## config.mk

```make
export PLATFORM = sky130hd
export DESIGN_NAME = fbuf_guard
export DESIGN_NICKNAME = d
export VERILOG_FILES = /design/src/rtl/fbg_pkg.sv /design/src/rtl/fbg_ctrl_reg.sv /design/src/rtl/fbg_cs_sync.sv /design/src/rtl/fbg_arm_fsm.sv /design/src/rtl/fbuf_guard.sv
export SDC_FILE = /design/constraint.sdc
export NUM_CORES = 1
export LEC_CHECK = 0
export BUFFER_PORTS_ARGS = -buffer_cell sky130_fd_sc_hd__buf_2
export CORE_AREA = 2 2 39 41
export CTS_CLUSTER_DIAMETER = 150
export DETAILED_ROUTE_END_ITERATION = 8
export DIE_AREA = 0 0 41 43
export GPL_TIMING_DRIVEN = 0
export MAX_ROUTING_LAYER = met4
export PLACE_DENSITY = 0.69
export SYNTH_ARGS = -nofsm -noshare
export SYNTH_HDL_FRONTEND = slang
export SYNTH_SLANG_ARGS = --single-unit
```

## constraint.sdc

```tcl
create_clock -name clk -period 0.8 [get_ports clk]
set_input_delay 0.08 -clock clk [delete_from_list [all_inputs] [get_ports clk]]
set_output_delay 0.08 -clock clk [all_outputs]
set_load 0.01 [all_outputs]
```

## src/rtl/fbg_pkg.sv

```systemverilog
package fbg_pkg;
    localparam int ADDR_W     = 6;
    localparam int DATA_W     = 8;
    localparam int STATE_W    = 5;
    localparam int RATE_W     = 2;
    localparam int EN_BIT     = 7;
    localparam logic [ADDR_W-1:0]  CTRL_ADDR   = 6'h0C;
    localparam logic [STATE_W-1:0] ST_RX_PLAIN = 5'h06;
    localparam logic [STATE_W-1:0] ST_RX_ACK   = 5'h16;

    typedef enum logic { MODE_BASIC = 1'b0, MODE_EXT = 1'b1 } op_mode_e;

    typedef struct packed {
        logic              en;
        logic [RATE_W-1:0] rate;
    } ctrl_t;

    function automatic logic is_listening(input logic [STATE_W-1:0] st);
        return (st == ST_RX_PLAIN) || (st == ST_RX_ACK);
    endfunction

    function automatic logic [DATA_W-1:0] pack_ctrl(input ctrl_t c);
        logic [DATA_W-1:0] v;
        v = '0;
        v[EN_BIT]       = c.en;
        v[RATE_W-1:0]   = c.rate;
        return v;
    endfunction
endpackage

```

## src/rtl/fbg_ctrl_reg.sv

```systemverilog
module fbg_ctrl_reg
    import fbg_pkg::*;
(
    input  logic              clk,
    input  logic              rst,
    input  logic              we,
    input  logic [ADDR_W-1:0] addr,
    input  logic [DATA_W-1:0] wdata,
    output ctrl_t             ctrl
);
    always_ff @(posedge clk) begin
        if (rst) begin
            ctrl <= '0;
        end else if (we && addr == CTRL_ADDR) begin
            ctrl.en   <= wdata[EN_BIT];
            ctrl.rate <= wdata[RATE_W-1:0];
        end
    end
endmodule

```

## src/rtl/fbg_cs_sync.sv

```systemverilog
module fbg_cs_sync #(
    parameter int STAGES = 2
) (
    input  logic clk,
    input  logic rst,
    input  logic cs_n,
    input  logic fb_rd,
    output logic fb_read_end
);
    logic [STAGES-1:0] chain;
    logic              cs_prev;
    logic              fb_seen;
    logic              cs_s;
    logic              rise;

    generate
        for (genvar i = 0; i < STAGES; i++) begin : g_stage
            if (i == 0) begin : g_first
                always_ff @(posedge clk) begin
                    if (rst) chain[0] <= 1'b1;
                    else     chain[0] <= cs_n;
                end
            end else begin : g_next
                always_ff @(posedge clk) begin
                    if (rst) chain[i] <= 1'b1;
                    else     chain[i] <= chain[i-1];
                end
            end
        end
    endgenerate

    assign cs_s = chain[STAGES-1];
    assign rise = cs_s && !cs_prev;

    always_ff @(posedge clk) begin
        if (rst) begin
            cs_prev <= 1'b1;
            fb_seen <= 1'b0;
        end else begin
            cs_prev <= cs_s;
            if (rise)
                fb_seen <= 1'b0;
            else if (!cs_s && fb_rd)
                fb_seen <= 1'b1;
        end
    end

    assign fb_read_end = rise && fb_seen;
endmodule

```

## src/rtl/fbg_arm_fsm.sv

```systemverilog
module fbg_arm_fsm
    import fbg_pkg::*;
(
    input  logic     clk,
    input  logic     rst,
    input  logic     enable,
    input  logic     listening,
    input  logic     rx_done,
    input  logic     crc_ok,
    input  op_mode_e mode,
    input  logic     read_end,
    output logic     armed
);
    logic frame_qualifies;
    logic arm_ev;
    logic release_ev;

    always_comb begin
        unique case (mode)
            MODE_EXT:   frame_qualifies = 1'b1;
            default:    frame_qualifies = crc_ok;
        endcase
        arm_ev     = enable && listening && rx_done && frame_qualifies;
        release_ev = !enable || !listening || read_end;
    end

    always_ff @(posedge clk) begin
        if (rst)             armed <= 1'b0;
        else if (arm_ev)     armed <= 1'b1;
        else if (release_ev) armed <= 1'b0;
    end
endmodule

```

## src/rtl/fbuf_guard.sv

```systemverilog
module fbuf_guard
    import fbg_pkg::*;
#(
    parameter int SYNC_STAGES = 2
) (
    input  logic               clk,
    input  logic               rst,
    input  logic               reg_we,
    input  logic [ADDR_W-1:0]  reg_addr,
    input  logic [DATA_W-1:0]  reg_wdata,
    output logic [DATA_W-1:0]  cfg_rd,
    input  logic [STATE_W-1:0] trx_state,
    input  logic               rx_done,
    input  logic               rx_crc_ok,
    input  logic               ext_mode,
    input  logic               host_cs_n,
    input  logic               host_fb_rd,
    output logic               air_wr_en,
    output logic               is_protected
);
    ctrl_t ctrl;
    logic  read_end;
    logic  armed;

    fbg_ctrl_reg u_reg (
        .clk   (clk),
        .rst   (rst),
        .we    (reg_we),
        .addr  (reg_addr),
        .wdata (reg_wdata),
        .ctrl  (ctrl)
    );

    fbg_cs_sync #(.STAGES(SYNC_STAGES)) u_sync (
        .clk         (clk),
        .rst         (rst),
        .cs_n        (host_cs_n),
        .fb_rd       (host_fb_rd),
        .fb_read_end (read_end)
    );

    fbg_arm_fsm u_fsm (
        .clk       (clk),
        .rst       (rst),
        .enable    (ctrl.en),
        .listening (is_listening(trx_state)),
        .rx_done   (rx_done),
        .crc_ok    (rx_crc_ok),
        .mode      (op_mode_e'(ext_mode)),
        .read_end  (read_end),
        .armed     (armed)
    );

    assign cfg_rd       = pack_ctrl(ctrl);
    assign is_protected = armed;
    assign air_wr_en    = !armed;
endmodule

```

Word level (Yosys, flattened, before mapping). Cells that the tools add are included.

Logic and storage cells: 30. Register bits: 8. Output and inout port bits: 10. Input port bits: 27.

Mux-type cells: 3. Equality and inequality tests: 3. Reduce and logical (&&, ||, !) cells: 17.

Operators with widths (count): $logic_and 1x1->1 (7); $eq 6x4->1 const B (1); $eq 5x3->1 const B (1); $eq 5x5->1 const B (1); $logic_not 1->1 (5); $logic_or 1x1->1 (3); $mux 1 (3); $reduce_bool 2->1 (1); $reduce_or 2->1 (1).

Logic depth before layout (Yosys ltp).
Depth in word-level cells: 7. Mapped depth: 4. Gate-level depth less buffers: 3.

Modules after synthesis. From an unflattened synthesis, not the netlist that was laid out.

Cells, all modules: 39. Area, all modules: 422.9 um^2.

By module, submodules not included: fbg_ctrl_reg (instances 1, seq. area each 60.1 um^2, cells each 14, area an instance 172.7 um^2); fbg_cs_sync (instances 1, seq. area each 80.1 um^2, cells each 12, area an instance 137.6 um^2); fbuf_guard (instances 1, seq. area each 0.0 um^2, cells each 8, area an instance 57.6 um^2); fbg_arm_fsm (instances 1, seq. area each 20.0 um^2, cells each 5, area an instance 55.1 um^2).

Worst setup path after synthesis. OpenSTA, ideal clock, no wires.

Path type: input-to-reg. Start point: input reg_addr[5]. End point: register u_reg.ctrl[0] (netlist name). Library setup time: 72 ps. Slack: -9 ps. Arrival: 737 ps. Required time: 728 ps. Stages: 4. Buffers on the path: 1. Cells stage by stage: nor4bb_1 > and3_1 > buf_6 > mux2i_1.

Word-level cells in the longest chain between the ends: 2.

Ends and longest elaborated chain: start, declared (line fbuf_guard.sv:9) `input logic [ADDR_W-1:0] reg_addr,`; $eq 6x4->1 (line fbg_ctrl_reg.sv:14) `end else if (we && addr == CTRL_ADDR) begin`; $logic_and 1x1->1 (line fbg_ctrl_reg.sv:14).

Every way passes these cells. A chain may end at the register's enable or synchronous reset.

Worst setup path in the final report.
Start point: register u_fsm.armed. End point: output air_wr_en.

Word-level cells in the longest chain between the ends: 1.

Ends and longest elaborated chain: start, declared (line fbg_arm_fsm.sv:12) `output logic armed`; start signal, assigned (line fbg_arm_fsm.sv:28) `if (rst) armed <= 1'b0;`; start signal, assigned (line fbg_arm_fsm.sv:29) `else if (arm_ev) armed <= 1'b1;`; start signal, assigned (line fbg_arm_fsm.sv:30) `else if (release_ev) armed <= 1'b0;`; $logic_not 1->1 (line fbuf_guard.sv:56) `assign air_wr_en = !armed;`; end, declared (line fbuf_guard.sv:18) `output logic air_wr_en,`.

Every way passes these cells.

==> impl_metrics.csv <==
group,metric,value,unit
global_routing,grt_overflow,0,
worst_setup_path,worstPathArrival,740,ps
detailed_routing,wirelength,747,um
global_routing,grt_max_degree,11,
power_and_ir_drop,switchingPower,172,uW
detailed_routing,drc,0,
detailed_routing,wl_per_cell,8.21,um
power_and_ir_drop,power.total,822,uW
clock_tree,cts.sinks,8,
finish,areaGrowthSynthToFinish,55.3,%
clock_tree,cts_tree,"built",
worst_setup_path,worstSetupPathType,"reg2out",
worst_setup_path,critPathCaptureType,"output port",
yosys,ys_seq_area_share,41.4,%
worst_setup_path,path_cells,"inv_1 > buf_2",
power_and_ir_drop,p_leak,0.000294,uW
power_and_ir_drop,seqPwrFrac,50.0,%
power_and_ir_drop,vdd_drop_max,0.913,mV
global_routing,grt_pass1_wl,1.32,mm
yosys,netlist_area,387,um^2
yosys,netlist_top_cells_count,"dfxtp_1 (8), buf_4 (6), nand2b_1 (6)",
yosys,yosys.area.top_type,"dfxtp_1",
finish,final_area,601,um^2
yosys,yosys_warnings,0,
clock_tree,clkTransAtPathRegs,50,ps
yosys,synth-seq-cells,8,
die,core-area,1380,um^2
detailed_routing,num_vias,369,
detailed_routing,drt_iter0_markers,3,
yosys,yosysTopAreaCellShare,41.4,%
die,dieHeight,43,um
clock_tree,htree_levels,1,
place,pre_cts_slack,-165,ps
timing,clock_skew,1.79,ps
worst_setup_path,path_max_fanout,3,
min_path,min_path_type,"in2reg",
timing,maxSlewViolCount,0,
clock_tree,cts_buffers,3,
detailed_routing,drt_pass1_iterations,2,
power_and_ir_drop,intPower,651,uW
power_and_ir_drop,swShare,20.9,%
yosys,synth_ff_type,"dfxtp_1",
timing,setup_slack,-20.0,ps
worst_setup_path,crit_start,"u_fsm.armed",
timing,fmax,1220,MHz
timing,setup_viol,1,
place,dp_hpwl,582,um
min_path,min_from,"host_cs_n",
place,dpl_cell_area,547,um^2
run,drv_cap,0,
power_and_ir_drop,pwr-share-clk,36.6,%
yosys,ys_types,18,
detailed_routing,ant_nets,0,
worst_setup_path,critPathBufInv,2,
finish,drive_gt1_share,57.3,%
power_and_ir_drop,power_density,1370,nW/um^2
timing,hold_viol_final,0,
yosys,synth_cells,43,
worst_setup_path,crit_path_start_kind,"register",
detailed_routing,viasPerCell,4.05,
global_routing,grtUsageTotal,11.8,%
finish,num_antenna_cells,0,
clock_tree,clkLatencyLatePin,250,ps
die,rows,14,
clock_tree,cts_root_buf,"clkbuf_4",
outcome,violations,"setup timing",
power_and_ir_drop,pwr-share-comb,13.3,%
global_routing,grt_pass1_vias,341,
yosys,ys_async_sr_fraction,0,%
place,io_buffers,25,
worst_setup_path,critPathRequiredTime,720,ps
yosys,yosys-top-cells-area,"dfxtp_1 (41%), buf_4 (12%), nand2b_1 (9.7%)",
worst_setup_path,crit_slowest_cell,"dfxtp_2",
yosys,synth.most_common_cell,"dfxtp_1",
clock_tree,clockBufferDepth,2,
timing,rsz0062_at_grt,"true",
yosys,synth_enable_flop_cells,0,
yosys,postSynthAreaPerCell,8.99,um^2
timing,fin_crit_sh,102,%
global_routing,antenna_found_initial,0,
die,start_util,27.9,%
die,dieArea,1760,um^2
finish,fillerInstances,144,
die,io_pins,37,
worst_setup_path,crit_family,"flip-flops",
place,gp_congestion,0.615,
finish,nNetsFinal,104,
worst_setup_path,reg2reg_from,"u_sync.cs_s",
outcome,status,"complete, but fails checks",
timing,min_period,820,ps
die,die_w,41,um
worst_setup_path,max_stage_delay,330,ps
-- kinds of logic (layout without fill, tap and decap cells) --
family | Yosys count | after routing | synth area share [%]
AOI/OAI and AO/OA | 4 | 4 | 5.18
buffers and inverters | 10 | 38 | 17.5
DFF | 8 | 8 | 41.4
muxes | 3 | 3 | 7.77
other | 1 | 5 | 0.970
and+or+nand+nor | 17 | 17 | 27.2
-- final timing paths --
check / to / slack [ps] / cells past startpoint
max: air_wr_en / -20 / 2
min reg2reg: u_sync.cs_s / 410 / 1
max reg2reg: u_sync.cs_prev / 90 / 1
min: u_sync.chain[0] / 7 / 2
-- layer usage --
metal / part of all wire [%] / wire length [um] / global-route usage (%)
met4: 1.3 / 10 / 4.00
met2: 56 / 417 / 18.4
met3: 10 / 76 / 7.85
met5: 0 / 0 / -
met1: 33 / 243 / 11.0
-- repair_timing --
item,in CTS,in global routing
pin swaps,0,0
setup endpoints to repair,4,6
endpoints found under the hold margin,1,0
gates resized for setup,4,6
buffers inserted,1,0
-- cells in the final DEF, fill, tap and decap left out --
master and n:
nor2_1 1, nor4b_1 1, inv_1 2, and3_1 1, nor4bb_1 1, mux2i_1 3, clkbuf_1 1, conb_1 5
o21ai_1 1, a21oi_1 2, o21ai_0 1, dfxtp_2 5, buf_4 6, nand3b_1 1, buf_6 5, or2_2 3
dfxtp_1 3, nand2_1 2, buf_2 21, clkbuf_4 3, nand2b_1 6, nand3_1 1
-- flip-flops by register name, summed over array words and instances (netlist names) --
| register | cells |
|---|---|
| u_fsm.armed | 1 |
| u_reg.ctrl | 3 |
| u_sync.chain | 1 |
| u_sync.cs_prev | 1 |
| u_sync.cs_s | 1 |
| u_sync.fb_seen | 1 |
-- final cells by class --
class | instances | area [um^2] | area share (%)
multi-input cells | 29 | 174 | 29.0
repair buffers | 26 | 158 | 26.2
inverters | 2 | 7.51 | 1.25
clock buffers | 3 | 22.5 | 3.75
well taps | 16 | 20.0 | 3.33
flip-flops and latches | 8 | 166 | 27.7
plain buffers | 7 | 52.6 | 8.75
-- metrics by stage --
| stage | TNS (ps) | cells | utilization [%] | hold slack [ps] |
|---|---|---|---|---|
| final | -20.0 | 91 | 43.4 | 7.02 |
| after CTS | -22.4 | 91 | 41.9 | -3.26 |
| after floorplan | -12.2 | 47 | - | 184 |
| after detailed placement | -531 | 88 | 39.5 | 264 |
| after global placement | -456 | 88 | 39.5 | 264 |
| after global routing | -78.0 | 91 | 43.4 | 5.24 |
-- power by group through the flow --
stage	Clock, uW	Combinational, uW	Sequential (uW)
detailed placement	0	107	419
CTS	316	107	411
global placement	0	104	419
global route	344	124	413
floorplan	0	56.2	418
finish	301	110	412
Note: power is estimated with default switching activity, not from simulation.
